==> config.mk <==
export PLATFORM = sky130hd
export DESIGN_NAME = usec_timebase
export DESIGN_NICKNAME = d
export VERILOG_FILES = /design/src/rtl/usec_timebase_pkg.sv /design/src/rtl/usec_timebase_regs.sv /design/src/rtl/usec_timebase_frac.sv /design/src/rtl/usec_timebase_count.sv /design/src/rtl/usec_timebase.sv
export SDC_FILE = /design/constraint.sdc
export NUM_CORES = 1
export LEC_CHECK = 0
export ABC_AREA = 1
export BUFFER_PORTS_ARGS = -buffer_cell sky130_fd_sc_hd__buf_4
export CAP_MARGIN = 15
export CORE_MARGIN = 2
export CORE_UTILIZATION = 35
export CTS_BUF_LIST = sky130_fd_sc_hd__clkbuf_8
export DETAILED_ROUTE_END_ITERATION = 6
export GPL_ROUTABILITY_DRIVEN = 0
export GPL_TIMING_DRIVEN = 0
export HOLD_SLACK_MARGIN = 0.08
export PLACE_DENSITY = 0.57
export SLEW_MARGIN = 20
export SYNTH_ARGS = -nofsm -noshare
export SYNTH_HDL_FRONTEND = slang
export SYNTH_SLANG_ARGS = --single-unit
export TNS_END_PERCENT = 1
==> constraint.sdc <==
create_clock -name clk -period 8.2 [get_ports clk]
set_input_delay 2.46 -clock clk [delete_from_list [all_inputs] [get_ports clk]]
set_output_delay 2.46 -clock clk [all_outputs]
set_load 0.1 [all_outputs]
==> src/rtl/usec_timebase_pkg.sv <==
package usec_timebase_pkg;
    localparam int ADDR_W     = 8;
    localparam int DATA_W     = 32;
    localparam int FRAC_W     = 8;
    localparam int RATIO_W    = 2 * FRAC_W;

    localparam logic [ADDR_W-1:0] OFS_COUNT = 8'h00;
    localparam logic [ADDR_W-1:0] OFS_RATIO = 8'h04;
    localparam logic [ADDR_W-1:0] OFS_HOLD  = 8'h08;

    typedef struct packed {
        logic [FRAC_W-1:0] num_m1;   // ticks per window minus one (upper byte)
        logic [FRAC_W-1:0] den_m1;   // clocks per window minus one (lower byte)
    } ratio_t;
endpackage

==> src/rtl/usec_timebase_regs.sv <==
module usec_timebase_regs
    import usec_timebase_pkg::*;
#(
    parameter int COUNT_W = 32
) (
    input  logic               clk,
    input  logic               rst_n,
    input  logic               wr_en,
    input  logic [ADDR_W-1:0]  addr,
    input  logic [DATA_W-1:0]  wdata,
    input  logic [COUNT_W-1:0] count,
    output ratio_t             ratio,
    output logic               hold,
    output logic               ratio_wr,
    output logic [DATA_W-1:0]  rdata
);
    typedef struct packed {
        ratio_t ratio;
        logic   hold;
    } regs_t;

    regs_t regs_d, regs_q;

    always_comb begin
        regs_d   = regs_q;
        ratio_wr = 1'b0;
        if (wr_en) begin
            if (addr == OFS_RATIO) begin
                regs_d.ratio = ratio_t'(wdata[RATIO_W-1:0]);
                ratio_wr     = 1'b1;
            end
            if (addr == OFS_HOLD) begin
                regs_d.hold = wdata[0];
            end
        end
    end

    always_ff @(posedge clk or negedge rst_n) begin
        if (!rst_n) regs_q <= '0;
        else        regs_q <= regs_d;
    end

    always_comb begin
        rdata = '0;
        case (addr)
            OFS_COUNT: rdata = DATA_W'(count);
            OFS_RATIO: rdata = DATA_W'(regs_q.ratio);
            OFS_HOLD:  rdata = DATA_W'(regs_q.hold);
            default:   rdata = '0;
        endcase
    end

    assign ratio = regs_q.ratio;
    assign hold  = regs_q.hold;
endmodule

==> src/rtl/usec_timebase_frac.sv <==
module usec_timebase_frac
    import usec_timebase_pkg::*;
#(
    localparam int ACC_W = FRAC_W + 2
) (
    input  logic             clk,
    input  logic             rst_n,
    input  ratio_t           ratio,
    input  logic             run,
    input  logic             clear,
    output logic             tick,
    output logic [ACC_W-1:0] rem
);
    typedef struct packed {
        logic [ACC_W-1:0] acc;
    } frac_t;

    frac_t frac_d, frac_q;
    logic [ACC_W-1:0] num, den, sum;

    always_comb begin
        num    = ACC_W'(ratio.num_m1) + ACC_W'(1);
        den    = ACC_W'(ratio.den_m1) + ACC_W'(1);
        sum    = frac_q.acc + num;
        frac_d = frac_q;
        tick   = 1'b0;
        if (clear) begin
            frac_d.acc = '0;
        end else if (run) begin
            if (num >= den) begin
                tick       = 1'b1;
                frac_d.acc = '0;
            end else if (sum >= den) begin
                tick       = 1'b1;
                frac_d.acc = sum - den;
            end else begin
                frac_d.acc = sum;
            end
        end
    end

    always_ff @(posedge clk or negedge rst_n) begin
        if (!rst_n) frac_q <= '0;
        else        frac_q <= frac_d;
    end

    assign rem = frac_q.acc;
endmodule

==> src/rtl/usec_timebase_count.sv <==
module usec_timebase_count #(
    parameter int COUNT_W = 32
) (
    input  logic               clk,
    input  logic               rst_n,
    input  logic               tick,
    output logic [COUNT_W-1:0] count
);
    typedef struct packed {
        logic [COUNT_W-1:0] value;
    } cnt_t;

    cnt_t cnt_d, cnt_q;

    always_comb begin
        cnt_d = cnt_q;
        if (tick) cnt_d.value = cnt_q.value + COUNT_W'(1);
    end

    always_ff @(posedge clk or negedge rst_n) begin
        if (!rst_n) cnt_q <= '0;
        else        cnt_q <= cnt_d;
    end

    assign count = cnt_q.value;
endmodule

==> src/rtl/usec_timebase.sv <==
module usec_timebase
    import usec_timebase_pkg::*;
#(
    parameter int COUNT_W = 32
) (
    input  logic              clk,
    input  logic              rst_n,
    input  logic              wr_en,
    input  logic [ADDR_W-1:0] addr,
    input  logic [DATA_W-1:0] wdata,
    output logic [DATA_W-1:0] rdata
);
    localparam int ACC_W = FRAC_W + 2;

    ratio_t             ratio_w;
    logic               hold_w;
    logic               ratio_wr_w;
    logic               tick_w;
    logic [ACC_W-1:0]   rem_w;
    logic [COUNT_W-1:0] count_w;

    usec_timebase_regs #(.COUNT_W(COUNT_W)) u_regs (
        .clk      (clk),
        .rst_n    (rst_n),
        .wr_en    (wr_en),
        .addr     (addr),
        .wdata    (wdata),
        .count    (count_w),
        .ratio    (ratio_w),
        .hold     (hold_w),
        .ratio_wr (ratio_wr_w),
        .rdata    (rdata)
    );

    usec_timebase_frac u_frac (
        .clk   (clk),
        .rst_n (rst_n),
        .ratio (ratio_w),
        .run   (!hold_w),
        .clear (ratio_wr_w),
        .tick  (tick_w),
        .rem   (rem_w)
    );

    usec_timebase_count #(.COUNT_W(COUNT_W)) u_count (
        .clk   (clk),
        .rst_n (rst_n),
        .tick  (tick_w),
        .count (count_w)
    );
endmodule

==> impl_metrics.yaml, run 1 <==
outcome:
  status: "finished clean"
clock_network:
  clk_pin_slew_ns: 0.07
  holdBufCountCts: 0
  worst_skew_pair.late_latency_ns: 0.37
  cts_root_buffer: "clkbuf_8"
  h-tree-depth: 3
  clk_path_buf_depth: 2
  cts_sinks: 59
  post_cts_buffers: 0
  cts_tree: "done"
  numCtsBuffers: 9
  postCtsResizedCells: 0
worst_setup_path:
  arrival_ns: 4.08
  crit_required_ns: 5.74
  crit_top_cell: "buf_4"
  path_buf_inv: 4
  crit_fanout: 10
  critPathCaptureType: "output pin"
  cp_top_family: "buffers and inverters"
  slowest_stage: "buf_4"
  crit_type: "input port to output pin"
  start_kind: "input port"
  critical_path.max_stage_delay_ns: 0.35
  worstPathCellList: "buf_4 -> or2_1 -> inv_2 -> nand3_1 -> clkbuf_1 -> o22ai_1 -> buf_4"
synthesis:
  synthesis.area_mm2: 0.00489
  ys.flop_type: "dfrtp_1"
  syn_avg_cell_area_um2: 6.86
  synth_edf_count: 0
  synth.area.top_cells: "dfrtp_1 30%, nand2_1 17%, ha_1 7.9%"
  async_flop_share_pct: 100
  synthesis.nets: 790
  synth_top_area_share_pct: 30.2
  synth-seq-cells: 59
  ys_seq_area_share_pct: 30.2
  synth_cells: 714
  synth_area_leader_cell: "dfrtp_1"
  yosysUniqueCellTypes: 35
  ys.warnings.count: 0
drt:
  ant_nets: 0
  wl_um: 14000
  viasPerCell: 4.89
  first_pass_iters: 4
  drtIter0Drc: 322
  wl_per_cell_um: 14.4
  num_vias: 4731
  drcViolationCount: 0
job:
  cap_viol_max_count: 0
sta:
  rsz0062_at_grt: "false"
  max_freq_mhz: 153
  worst_clock_skew_ns: 0.0142
  whs_ns: 0.486
  drv_slew: 0
  fin_setup_tns_ns: 0
  fin_crit_ns: 6.54
  hold_viol: 0
  max_slew_margin_pct: 39.9
  setup_viol: 0
  worst_pin_slew_ns: 0.898
  fin_crit_sh_pct: 79.7
grt:
  overflow: 0
  grt_pass1_vias: 4532
  antenna_found_initial: 0
  grt_max_degree: 60
  grt_pass1_wl_um: 23300
  grt_util_all_layers_pct: 20.3
power_and_ir_drop:
  p_leak_nw: 2.85
  p_int_mw: 0.616
  p_switching_mw: 0.437
  power.share.clock_pct: 27.0
  power.density_mw_per_mm2: 183
  seq_power_share_pct: 30.8
  ir_drop_mv: 0.106
  p_sw_share_pct: 41.5
  power_mw: 1.05
  pwr-share-comb_pct: 42.2
final_layout:
  layout.nets: 859
  finish.utilization_pct: 41.8
  layout.cells.most_common_list: "225 x nand2_1, 90 x inv_1, 64 x nor2_1"
  area_delta_synth_final_pct: 17.6
  fin_cells: 968
  final_common_cell: "nand2_1"
  n_antenna_cell: 0
  drive_above_1_share_pct: 14.2
die:
  dieWidth_um: 122
  placementRows: 43
  ios: 75
  initial_core_util_pct: 35.5
  core_area_mm2: 0.0138
  die_h_um: 122
  die_area_mm2: 0.0149
worst_hold_path:
  hp-class: "flop to flop"
placement:
  hpwl_um: 11200
  portBuffers: 58
  dp.cells: 952
-- worst register-to-register path: stages, from the launching register on --
cell	delay [ns]
dfrtp_1	0.42
ha_1	0.21
nand3_1	0.13
nor3_1	0.26
xnor2_1	0.16
inv_1	0.10
ha_1	0.35
nand2_1	0.09
nand2_1	0.08
nor2_1	0.10
nand2_1	0.07
or2_2	0.27
nand2_1	0.08
inv_1	0.04
ha_1	0.34
nand2_1	0.10
inv_1	0.04
a21oi_1	0.13
nand2_1	0.09
a21oi_1	0.23
nand2_4	0.13
inv_4	0.12
nand2_4	0.07
buf_6	0.14
buf_6	0.15
nand3_2	0.06
nand2_1	0.05
-- Yosys cell counts (all sizes together) (4+ instances only) --
| cell type | number |
|---|---|
| nor3 | 24 |
| nand2 | 229 |
| xnor2 | 10 |
| nand3b | 4 |
| buf | 11 |
| o21ai | 33 |
| o22ai | 10 |
| dfrtp | 59 |
| nor2 | 67 |
| inv | 94 |
| xor2 | 40 |
| a21oi | 15 |
| nand3 | 54 |
| clkbuf | 6 |
| ha | 31 |
| nand4 | 12 |
-- logic make-up (layout without fill, tap and decap cells) --
family,after synthesis,in the layout,share of synthesized area (%)
AOI/OAI and AO/OA,65,65,7.41
xor gates and xnor gates,50,50,8.95
adders and majority gates,33,33,8.74
buffers and inverters,111,185,9.25
DFF,59,59,30.2
and+or+nand+nor,396,396,35.5
-- worst paths after layout --
| path | start | endpoint | slack [ns] | cells past startpoint |
|---|---|---|---|---|
| setup / recovery | addr[1] | rdata[6] | 1.66 | 7 |
| hold / removal | u_count.count[31] | u_count.count[31] | 0.49 | 2 |
| setup reg to reg | u_regs.ratio[9] | u_count.count[18] | 4.09 | 26 |
| hold reg to reg | u_count.count[31] | u_count.count[31] | 0.49 | 2 |
| max in group asynchronous | rst_n | u_count.count[28] | 5.51 | 1 |
| min in group asynchronous | rst_n | u_frac.rem[9] | 2.15 | 1 |
-- per-stage QoR --
step | area (µm²) | setup slack, ns
final | 5760 | 1.66
after global routing | 5760 | 1.52
after CTS | 5760 | 1.67
after detailed placement | 5560 | 1.67
after global placement | 5560 | 1.62
after floorplan | 4890 | 0.538
-- power groups by stage --
stage,Clock (mW),Sequential [mW],Combinational [mW]
floorplan,0,0.326,0.337
global placement,0,0.330,0.442
detailed placement,0,0.330,0.445
CTS,0.292,0.324,0.447
global route,0.302,0.327,0.517
finish,0.284,0.324,0.445
-- final cells by class --
class / count / area [µm²]
well taps: 180 / 225
multi-input cells: 544 / 2970
plain buffers: 17 / 97.6
fillers: 1538 / 8020
repair buffers: 58 / 435
flip-flops and latches: 59 / 1480
clock buffers: 9 / 124
clock inverters: 7 / 76.3
inverters: 94 / 355
-- sequential cells by signal, summed over array words and instances (netlist names) --
name / count
u_regs.ratio: 16
u_regs.hold: 1
u_count.count: 32
u_frac.rem: 10
-- metal layers --
metal | routed length, µm | up-vias | GRT usage, %
met4 | 256 | 0 | 6.61
met1 | 6830 | 2170 | 29.5
met2 | 6090 | 123 | 30.2
met3 | 787 | 16 | 4.00
met5 | 0 | - | 0
li1 | - | 2422 | -
No activity file was read; power rests on OpenSTA's default activity.
==> run 2: changes to the inputs <==
- ABC_AREA: 1 -> 0
- clock period: 8.2 -> 6.2 ns (I/O delays scaled with it)
==> run 2 against run 1 <==
Global-route usage decreased by 1.6 points. Largest power group unchanged. Critical path type unchanged. Largest cell class unchanged. Register-to-register slack got worse by 2.3 ns. Clock power up 12%. Synthesized cell count shrank 35%. Die area decreased by 9.3%. First-iteration DRC count shrank 50%. Cell count shrank 27%.
==> impl_metrics.yaml, run 2 <==
drt:
  drcViolationCount: 0
  wl_um: 12100
  viasPerCell: 5.25
  ant_nets: 0
  wl_met2_um: 6180
  num_vias: 3725
  wl_met3_um: 410
  highest_layer: "met4"
  first_pass_iters: 4
  drtIter0Drc: 160
  wl_met1_um: 5360
  wl_per_cell_um: 17.0
die:
  dieWidth_um: 116
  initial_core_util_pct: 35.5
  ios: 75
  die_area_mm2: 0.0136
  core_area_mm2: 0.0125
  placementRows: 41
  die_h_um: 116
power_and_ir_drop:
  p_int_mw: 0.946
  power.share.clock_pct: 19.4
  pwr-share-comb_pct: 50.3
  p_switching_mw: 0.692
  ir_drop_mv: 0.163
  power.density_mw_per_mm2: 311
  power_mw: 1.64
  p_sw_share_pct: 42.2
  p_leak_nw: 2.59
  seq_power_share_pct: 30.3
sta:
  drv_slew: 0
  setup_viol: 0
  max_freq_mhz: 165
  fin_crit_ns: 6.07
  rsz0062_at_grt: "false"
  fin_setup_tns_ns: 0
  max_slew_margin_pct: 48.9
  fin_crit_sh_pct: 97.9
  hold_viol: 0
  whs_ns: 0.469
  worst_pin_slew_ns: 0.766
  worst_clock_skew_ns: 0.00603
worst_setup_path:
  arrival_ns: 4.21
  slowest_stage: "or4_1"
  critPathCaptureType: "output pin"
  critical_path.max_stage_delay_ns: 0.60
  crit_top_cell: "buf_4"
  start_kind: "input port"
  worstPathCellList: "buf_4 -> or4_1 -> nor3_2 -> clkbuf_1 -> a22o_1 -> buf_4"
  crit_fanout: 10
  crit_type: "input port to output pin"
  crit_required_ns: 4.34
synthesis:
  ys.flop_type: "dfrtp_1"
  synthesis.area_mm2: 0.00443
  synth_cells: 464
  synth.area.top_cells: "dfrtp_1 33%, ha_1 8.8%, xor2_1 8.1%"
  synth_area_leader_cell: "dfrtp_1"
  ys.warnings.count: 0
  synth-seq-cells: 59
  syn_avg_cell_area_um2: 9.54
  async_flop_share_pct: 100
  yosys-top-cells-count: "59 x dfrtp_1, 41 x xor2_1, 37 x nand3_1, 31 x ha_1, 28 x a21oi_1"
  synth_edf_count: 0
  synthesis.nets: 540
  yosysMostFrequentCell: "dfrtp_1"
  yosysUniqueCellTypes: 55
  synth_top_area_share_pct: 33.4
  ys_seq_area_share_pct: 33.4
clock_network:
  h-tree-depth: 3
  numCtsBuffers: 9
  cts_tree: "done"
  worst_skew_pair.late_latency_ns: 0.35
  clk_pin_slew_ns: 0.06
  cts_sinks: 59
  cts_root_buffer: "clkbuf_8"
  clk_path_buf_depth: 2
grt:
  overflow: 0
  grt_max_degree: 60
  grt_util_all_layers_pct: 18.8
  grt_pass1_vias: 3833
  antenna_found_initial: 0
  grt_pass1_wl_um: 19400
placement:
  portBuffers: 58
  hpwl_um: 9340
  placedInstanceArea_mm2: 0.00509
final_layout:
  drive_above_1_share_pct: 21.2
  n_antenna_cell: 0
  finish.utilization_pct: 42.2
  layout.nets: 609
  final_cell_area_mm2: 0.00527
  largest_register_ffs: 32
  area_delta_synth_final_pct: 19.0
  layout.cells.most_common_list: "59 x buf_4, 59 x dfrtp_1, 41 x xor2_1"
job:
  cap_viol_max_count: 0
worst_hold_path:
  hp-class: "flop to flop"
outcome:
  status: "finished clean"
## run 2: worst paths after layout
check	startpoint	end	slack [ns]	depth (start not counted)
min	u_count.count[31]	u_count.count[31]	0.47	1
max reg2reg	u_regs.ratio[8]	u_count.count[25]	1.81	16
max in group asynchronous	rst_n	u_regs.hold	4.11	1
max	addr[5]	rdata[8]	0.13	6
min in group asynchronous	rst_n	u_count.count[31]	1.59	1
min reg2reg	u_count.count[31]	u_count.count[31]	0.47	1
## run 2: metal layers
| layer | GRT usage, % | vias to the layer above |
|---|---|---|
| met1 | 22.5 | 1799 |
| met4 | 4.44 | 0 |
| met2 | 34.5 | 61 |
| li1 | - | 1852 |
| met5 | 0 | - |
| met3 | 3.79 | 13 |
## run 2: critical path: cells and delay by family
kind            cells  cell delay [ns]
compound gates      1             0.28
buf+inv             3             0.88
simple gates        2             1.19
## run 2: logic make-up after synthesis
kind of cell	synth area share (%)
XOR/XNOR	11.1
multiplexers	6.84
AND/OR/NAND/NOR	19.3
flip-flops	33.4
adder cells (fa/ha/maj)	9.67
buffers and inverters	3.90
AO/OA/AOI/OAI	15.9
## run 2: power by group through the flow
stage / combinational (mW) / sequential [mW] / clock, mW
global placement: 0.807 / 0.499 / 0
CTS: 0.829 / 0.495 / 0.325
detailed placement: 0.821 / 0.502 / 0
floorplan: 0.629 / 0.485 / 0
finish: 0.824 / 0.496 / 0.318
global route: 0.913 / 0.503 / 0.346
## run 2: per-stage QoR
step | std cells | worst slack (ns)
floorplan | 464 | 0.253
global placement | 694 | -0.0109
detailed placement | 694 | -0.0838
CTS | 710 | 0.0664
global route | 710 | 0.0187
finish | 710 | 0.131
## run 2: cell type report
class | instances | area [µm²]
inverters | 20 | 75.1
flip-flops and latches | 59 | 1480
fillers | 1234 | 7200
well taps | 172 | 215
multi-input cells | 366 | 2790
plain buffers | 19 | 100
clock buffers | 11 | 151
clock inverters | 5 | 21.3
repair buffers | 58 | 435
## run 2: timing repair
item / in CTS / in global routing
setup endpoints to repair: 10 / 2
buffers inserted: 0 / 0
hold buffers: 0 / 0
endpoints found under the hold margin: 0 / 0
gates resized for setup: 1 / 2
